### src/rtl/cr_bitop_pkg.sv
package cr_bitop_pkg;

   typedef enum logic [2:0] {
      OP_AND  = 3'd0,
      OP_ANDC = 3'd1,
      OP_EQV  = 3'd2,
      OP_NAND = 3'd3,
      OP_NOR  = 3'd4,
      OP_OR   = 3'd5,
      OP_ORC  = 3'd6,
      OP_XOR  = 3'd7
   } crop_e;

   localparam int unsigned OP_W = 3;

endpackage

### src/rtl/cr_bit_pick.sv
module cr_bit_pick #(
   parameter int unsigned CR_W  = 32,
   localparam int unsigned IDX_W = $clog2(CR_W)
) (
   input  logic [CR_W-1:0]  cr_i,
   input  logic [IDX_W-1:0] idx_i,
   output logic             bit_o
);

   // reorder so that index 0 addresses the most significant bit
   logic [CR_W-1:0] msb_first;

   for (genvar m = 0; m < CR_W; m++) begin : g_rev
      assign msb_first[m] = cr_i[CR_W-1-m];
   end

   assign bit_o = msb_first[idx_i];

endmodule

### src/rtl/cr_bool_alu.sv
module cr_bool_alu
   import cr_bitop_pkg::*;
(
   input  crop_e op_i,
   input  logic  a_i,
   input  logic  b_i,
   output logic  y_o
);

   always_comb begin
      unique case (op_i)
         OP_AND:  y_o = a_i & b_i;
         OP_ANDC: y_o = a_i & ~b_i;
         OP_EQV:  y_o = ~(a_i ^ b_i);
         OP_NAND: y_o = ~(a_i & b_i);
         OP_NOR:  y_o = ~(a_i | b_i);
         OP_OR:   y_o = a_i | b_i;
         OP_ORC:  y_o = a_i | ~b_i;
         OP_XOR:  y_o = a_i ^ b_i;
         default: y_o = 1'b0;
      endcase
   end

endmodule

### src/rtl/cr_bit_merge.sv
module cr_bit_merge #(
   parameter int unsigned CR_W  = 32,
   localparam int unsigned IDX_W = $clog2(CR_W)
) (
   input  logic [CR_W-1:0]  cr_i,
   input  logic [IDX_W-1:0] dst_i,
   input  logic             bit_i,
   output logic [CR_W-1:0]  cr_o
);

   for (genvar j = 0; j < CR_W; j++) begin : g_slot
      localparam logic [IDX_W-1:0] MY_IDX = IDX_W'(CR_W-1-j);
      assign cr_o[j] = (dst_i == MY_IDX) ? bit_i : cr_i[j];
   end

endmodule

### src/rtl/cr_field_mover.sv
module cr_field_mover #(
   parameter int unsigned CR_W   = 32,
   parameter int unsigned FLD_W  = 4,
   localparam int unsigned FLD_N  = CR_W / FLD_W,
   localparam int unsigned FIDX_W = $clog2(FLD_N)
) (
   input  logic [CR_W-1:0]   cr_i,
   input  logic [FIDX_W-1:0] src_f_i,
   input  logic [FIDX_W-1:0] dst_f_i,
   output logic [CR_W-1:0]   cr_o
);

   logic [FLD_W-1:0] fld [FLD_N];
   logic [FLD_W-1:0] moved;

   for (genvar m = 0; m < FLD_N; m++) begin : g_fld
      localparam int unsigned TOP = CR_W-1-m*FLD_W;
      assign fld[m] = cr_i[TOP -: FLD_W];
      assign cr_o[TOP -: FLD_W] = (dst_f_i == FIDX_W'(m)) ? moved : fld[m];
   end

   assign moved = fld[src_f_i];

endmodule

### src/rtl/cr_bitop_unit.sv
module cr_bitop_unit
   import cr_bitop_pkg::*;
#(
   parameter int unsigned CR_W           = 32,
   parameter int unsigned FLD_W          = 4,
   parameter bit          HAS_FIELD_MOVE = 1'b1,
   localparam int unsigned IDX_W  = $clog2(CR_W),
   localparam int unsigned FLD_N  = CR_W / FLD_W,
   localparam int unsigned FIDX_W = $clog2(FLD_N)
) (
   input  logic               clk,
   input  logic               rst_n,
   input  logic               valid_i,
   input  logic               field_mode_i,
   input  logic [OP_W-1:0]    op_i,
   input  logic [IDX_W-1:0]   src_a_i,
   input  logic [IDX_W-1:0]   src_b_i,
   input  logic [IDX_W-1:0]   dst_i,
   input  logic [CR_W-1:0]    cr_i,
   output logic [CR_W-1:0]    cr_o
);

   if (CR_W < 2 || (1 << IDX_W) != CR_W) begin : g_bad_cr_w
      $error("cr_bitop_unit: CR_W must be a power of two");
   end
   if (FLD_W < 1 || (CR_W % FLD_W) != 0 || (1 << FIDX_W) != FLD_N) begin : g_bad_fld_w
      $error("cr_bitop_unit: FLD_W must split CR_W into a power-of-two count");
   end

   logic            bit_a, bit_b, bit_res;
   logic [CR_W-1:0] bit_path, fld_path, next_cr;

   cr_bit_pick #(.CR_W(CR_W)) i_pick_a (.cr_i(cr_i), .idx_i(src_a_i), .bit_o(bit_a));
   cr_bit_pick #(.CR_W(CR_W)) i_pick_b (.cr_i(cr_i), .idx_i(src_b_i), .bit_o(bit_b));

   cr_bool_alu i_alu (
      .op_i (crop_e'(op_i)),
      .a_i  (bit_a),
      .b_i  (bit_b),
      .y_o  (bit_res)
   );

   cr_bit_merge #(.CR_W(CR_W)) i_merge (
      .cr_i  (cr_i),
      .dst_i (dst_i),
      .bit_i (bit_res),
      .cr_o  (bit_path)
   );

   if (HAS_FIELD_MOVE) begin : g_fmove
      cr_field_mover #(.CR_W(CR_W), .FLD_W(FLD_W)) i_mover (
         .cr_i    (cr_i),
         .src_f_i (src_a_i[FIDX_W-1:0]),
         .dst_f_i (dst_i[FIDX_W-1:0]),
         .cr_o    (fld_path)
      );
      assign next_cr = field_mode_i ? fld_path : bit_path;
   end else begin : g_no_fmove
      assign fld_path = '0;
      assign next_cr  = bit_path;
   end

   always_ff @(posedge clk or negedge rst_n) begin
      if (!rst_n) begin
         cr_o <= '0;
      end else if (valid_i) begin
         cr_o <= next_cr;
      end
   end

endmodule

### config.mk
export PLATFORM = sky130hd
export DESIGN_NAME = cr_bitop_unit
export DESIGN_NICKNAME = d
export VERILOG_FILES = /design/src/rtl/cr_bitop_pkg.sv /design/src/rtl/cr_bit_pick.sv /design/src/rtl/cr_bool_alu.sv /design/src/rtl/cr_bit_merge.sv /design/src/rtl/cr_field_mover.sv /design/src/rtl/cr_bitop_unit.sv
export SDC_FILE = /design/constraint.sdc
export NUM_CORES = 1
export LEC_CHECK = 0
export BUFFER_PORTS_ARGS = -buffer_cell sky130_fd_sc_hd__buf_2
export CAP_MARGIN = 5
export CORE_MARGIN = 2
export CORE_UTILIZATION = 35
export DETAILED_ROUTE_END_ITERATION = 8
export PLACE_DENSITY_LB_ADDON = 0.1
export SYNTH_ARGS = -nofsm -noshare
export SYNTH_HDL_FRONTEND = slang
export SYNTH_SLANG_ARGS = --single-unit
### constraint.sdc
create_clock -name clk -period 0.8 [get_ports clk]
set_input_delay 0.04 -clock clk [delete_from_list [all_inputs] [get_ports clk]]
set_output_delay 0.04 -clock clk [all_outputs]
set_load 0.01 [all_outputs]
=== Word-level counts from Yosys, hierarchy flattened ===
Cells that the tools add are included.

* Muxes and demuxes: 49
* Magnitude comparators: 3
* Reductions and logical operators: 3
* Bitwise operators: 10
* Equal/unequal tests: 45

{| class="wikitable"
|+ Operators with widths
! cell !! count
|-
| $eq 5x5->1 const B || 16
|-
| $eq 5x4->1 const B || 8
|-
| $mux 4 || 10
|-
| $mux 1 || 34
|-
| $mux 32 || 1
|-
| $eq 3x3->1 const B || 8
|-
| $eq 5x3->1 const B || 4
|-
| $bmux 4 s3 || 1
|-
| $eq 3x2->1 const B || 4
|-
| $lt 5x6->1 const B || 2
|-
| $bmux 1 s5 || 2
|-
| $eq 5x2->1 const B || 2
|-
| $pmux 1 s8 || 1
|-
| $eq 3x1->1 const B || 2
|-
| $logic_not 3->1 || 2
|-
| $eq 5x1->1 const B || 1
|-
| $logic_not 5->1 || 1
|-
| $ge 4x4->1 const B || 1
|-
| $not 1->1 || 4
|-
| $not 3->4 || 1
|-
| $and 1x1->1 || 2
|-
| $or 1x1->1 || 2
|-
| $xor 1x1->1 || 1
|}

* Register bits: 32
* Logic and storage cells: 111

=== Logic depth before layout (Yosys ltp) ===
* Depth after elaboration: 7
* Depth in mapped cells: 14

=== By module ===
From an unflattened synthesis, not the netlist that was laid out.

* Cells, all modules: 414
* Area, all modules: 3,548.4 um2

{| class="wikitable"
|+ By module, submodules not included
! module !! cells each !! area each (um2) !! instances !! sequential area each (um2)
|-
| cr_bitop_unit || 139 || 1,506.4 || 1 || 800.8
|-
| cr_bit_pick || 41 || 325.3 || 2 || 0.0
|-
| cr_field_mover || 98 || 636.9 || 1 || 0.0
|-
| cr_bit_merge || 83 || 630.6 || 1 || 0.0
|-
| cr_bool_alu || 12 || 123.9 || 1 || 0.0
|}

=== Worst setup path after synthesis ===
No wires, ideal clock.

* Path type: input to register
* Start point: in src_a_i[0]
* End point: reg cr_o[16]
* Stages: 13
* Setup slack: -2.103 ns
* Required time: 0.652 ns
* Arrival time: 2.755 ns
* Buffers on the path: 3
* Cells stage by stage: buf_2 > buf_6 > nand2_1 > a211oi_1 > nor4b_1 > or4_1 > ha_1 > inv_1 > mux2_1 > mux4_2 > buf_6 > mux2i_1 > o221ai_1

* Word-level cells in the longest chain between the ends: 7
* Elaborated cells between the ends (all ways): 18

{| class="wikitable"
|+ RTL lines
! what !! line !! RTL
|-
| from (decl) || cr_bitop_unit.sv:16 || <nowiki>input logic [IDX_W-1:0] src_a_i,</nowiki>
|-
| $bmux 1 s5 || cr_bit_pick.sv:17 || <nowiki>assign bit_o = msb_first[idx_i];</nowiki>
|-
| $mux 1 (implied by the code) || cr_bit_pick.sv:17 ||
|-
| $or 1x1->1, or another cell as far along || cr_bool_alu.sv:16, cr_bool_alu.sv:17 ||
|-
| $not 1->1, on equally long branches || cr_bool_alu.sv:16, cr_bool_alu.sv:14, cr_bool_alu.sv:15 ||
|-
| $pmux 1 s8 || cr_bool_alu.sv:11 || <nowiki>unique case (op_i)</nowiki>
|-
| $mux 1 || cr_bit_merge.sv:13 || <nowiki>assign cr_o[j] = (dst_i == MY_IDX) ? bit_i : cr_i[j];</nowiki>
|-
| $mux 32 (*) || cr_bitop_unit.sv:57 || <nowiki>assign next_cr = field_mode_i ? fld_path : bit_path;</nowiki>
|-
| to (signal assigned) || cr_bitop_unit.sv:67 || <nowiki>cr_o <= next_cr;</nowiki>
|-
| to (decl) || cr_bitop_unit.sv:20 || <nowiki>output logic [CR_W-1:0] cr_o</nowiki>
|}

Every way passes the cells marked *; elsewhere a longest branch is shown, timed or not. The select of a mux whose other input is x is not followed.
A chain may end at the register's enable or synchronous reset.

=== Final worst setup path ===
* Start point: in src_a_i[0]
* End point: reg cr_o[19]

The elaborated chain is that of the path after synthesis.

==> flow_summary.json <==
{
  "status": "complete, but fails checks",
  "violations": "setup timing",
  "startpoint_type": "input port",
  "min_path_type": "in -> reg",
  "synth.avg_cell_area_um2": 8.33,
  "core_mm2": 0.00881,
  "synth_most_common_cell": "mux2i_1",
  "start_util_pct": 36.5,
  "max_cap_violations": 0,
  "synth_area_leaders": "dfrtp_1 25%, mux2i_1 19%, o221ai_1 9.3%",
  "yosys.area.top_type_share_pct": 24.9,
  "synth_ff_type": "dfrtp_1",
  "cts_tree": "built",
  "cp_max_fo": 8,
  "gp_congestion": 0.972,
  "end_kind": "flop",
  "setup_viol": 64,
  "finalMaxSlewViolations": 0,
  "die_w_um": 99.9,
  "fin_crit_ns": 2.85,
  "slew_headroom_pct": 63.7,
  "first_pass_iters": 7,
  "synthArstFlopShare_pct": 100,
  "grt_max_degree": 33,
  "skew_ns": 0,
  "h-tree-depth": 2,
  "p_clk_share_pct": 20.6,
  "cp.required_ns": 0.95,
  "seq_area_frac_synth_pct": 24.9,
  "setup_ws_ns": -2.05,
  "grt_pass1_vias": 3804,
  "p_sw_share_pct": 36.1,
  "ys_ff_latch": 32,
  "share_comb_of_total_power_pct": 49.8,
  "ir_drop_mv": 0.647,
  "regMostFlops": "cr_o",
  "cellLeakagePower_nw": 2.19,
  "clkTransAtPathRegs_ns": 0.07,
  "pre_cts_slack_ns": -2.41,
  "cts_buffers": 5,
  "p_int_mw": 4.14,
  "cts.path.max_buffers": 2,
  "drc": 0,
  "row_count": 34,
  "yosys-top-cells-count": "60 x mux2i_1, 39 x nor2_1, 36 x nand2_1, 34 x o221ai_1, 32 x dfrtp_1",
  "largestRegisters": "cr_o (32)",
  "holdWs_ns": 0.133,
  "worst_slew_pin_slew_ns": 0.539,
  "yosys_warnings": 0,
  "critical_path_class": "in -> reg",
  "hold_viol": 0,
  "drt_iter0_drc": 416,
  "vias": 3910,
  "portBuffers": 85,
  "p_sw_mw": 2.34,
  "final_nets": 614,
  "root_buffer": "clkbuf_8",
  "totalWireLength_um": 13800,
  "syn_nets": 444,
  "largest_reg_flops": 32,
  "grt_usage_pct": 27.8,
  "min_period_over_period_pct": 357,
  "overflow": 0,
  "n_antenna_cell": 0,
  "syn_area_mm2": 0.00322,
  "die_h_um": 99.9,
  "die-area_mm2": 0.00997,
  "finish.utilization_pct": 56.3,
  "p_per_area_mw_per_mm2": 1310,
  "ant_nets": 0,
  "arrival_ns": 3.00,
  "grt_pass1_wl_um": 21300,
  "rsz0062_at_grt": "yes",
  "yosysTopAreaCell": "dfrtp_1",
  "vias_per_cell": 5.88,
  "avgRoutedWirePerCell_um": 20.8,
  "synth_edf_count": 0,
  "yosys.cell_types.count": 40,
  "clock-sinks": 32,
  "antenna_found_initial": 0,
  "fmax_ghz": 0.350,
  "clkLatencyLatePin_ns": 0.28,
  "layout-drive-gt1-share_pct": 42.7,
  "synthCells": 386,
  "dpl.hpwl_um": 10200,
  "power_frac_seq_pct": 29.6,
  "ios": 86,
  "area_delta_synth_final_pct": 54.1
}
-- worst max-delay path, cell delays in order --
cell and delay, ns:
buf_12 0.12, buf_6 0.11, mux2i_4 0.19, o2111ai_2 0.19
a21oi_2 0.06, or4_4 0.58, ha_4 0.29, inv_2 0.03
mux2_4 0.24, mux4_2 0.57, buf_6 0.17, buf_16 0.14
mux2i_1 0.15, o221ai_1 0.13
-- cell type report --
| class | count | area [µm²] |
|---|---|---|
| timing repair buffer | 194 | 1510 |
| clock buffer | 8 | 90.1 |
| fill | 841 | 3850 |
| sequential | 32 | 801 |
| tap | 108 | 135 |
| multi-input combinational | 320 | 2400 |
| inverter | 3 | 12.5 |
-- layout by cell type (no fill, tap or decap), types with 3 or more instances in the layout --
| cell | n |
|---|---|
| a21oi_1 | 3 |
| a22oi_1 | 4 |
| a31oi_1 | 21 |
| and2_1 | 5 |
| buf_12 | 7 |
| buf_16 | 3 |
| buf_2 | 75 |
| buf_4 | 88 |
| buf_6 | 18 |
| clkbuf_8 | 6 |
| dfrtp_1 | 32 |
| ha_1 | 3 |
| mux2_4 | 3 |
| mux2i_1 | 57 |
| mux2i_2 | 3 |
| mux4_2 | 6 |
| nand2_1 | 35 |
| nand2b_1 | 6 |
| nand2b_4 | 4 |
| nand3_1 | 27 |
| nor2_1 | 39 |
| nor2b_1 | 26 |
| o21ai_0 | 13 |
| o221ai_1 | 32 |
-- cell families (layout without fill, tap and decap cells) --
| group | after synthesis | after routing | synth area share, % |
|---|---|---|---|
| AND/OR/NAND/NOR | 158 | 158 | 24.0 |
| AO/OA/AOI/OAI | 87 | 87 | 19.6 |
| multiplexers | 71 | 71 | 24.7 |
| buffers and inverters | 34 | 205 | 5.25 |
| flip-flops | 32 | 32 | 24.9 |
| adder cells (fa/ha/maj) | 4 | 4 | 1.56 |
-- through the flow --
step	cell area [µm²]	TNS, ns	power, mW	cells
3_3_place_gp	4480	-74.67	4.60	650
2_1_floorplan	3270	-63.70	3.30	386
4_1_cts	4950	-64.19	6.49	665
3_5_place_dp	4480	-76.29	4.62	650
6_report	4950	-64.96	6.49	665
5_1_grt	4950	-67.86	6.81	665
-- metal layers --
metal / vias to the layer above / global-route usage (%) / routed length (µm)
met1: 1859 / 39.4 / 6200
li1: 1805 / - / -
met5: - / 0 / 0
met2: 211 / 43.9 / 6220
met4: 0 / 8.96 / 472
met3: 35 / 4.11 / 923
-- power groups by stage --
| stage | Combinational (mW) | Clock, mW | Sequential (mW) |
|---|---|---|---|
| floorplan | 1.27 | 0 | 2.03 |
| CTS | 3.21 | 1.36 | 1.92 |
| global placement | 2.67 | 0 | 1.93 |
| finish | 3.23 | 1.33 | 1.92 |
| detailed placement | 2.68 | 0 | 1.94 |
| global route | 3.44 | 1.43 | 1.94 |
-- final timing paths --
check	cells after the start	slack, ns	to	startpoint
min reg2reg	2	0.51	cr_o[28]	cr_o[28]
max reg2reg	3	-0.19	cr_o[27]	cr_o[27]
max in group asynchronous	3	0.22	cr_o[2]	rst_n
max	14	-2.05	cr_o[19]	src_a_i[0]
min	3	0.13	cr_o[15]	cr_i[15]
min in group asynchronous	2	0.16	cr_o[5]	rst_n
-- what timing repair did --
item	4_1_cts	5_1_grt
gates cloned	4	0
resized for setup	53	5
buffers inserted	2	0
hold buffers	1	0
hold endpoints to repair	32	0
pin swaps	7	5
setup endpoints to repair	64	64
(Power assumes the default switching activity.)
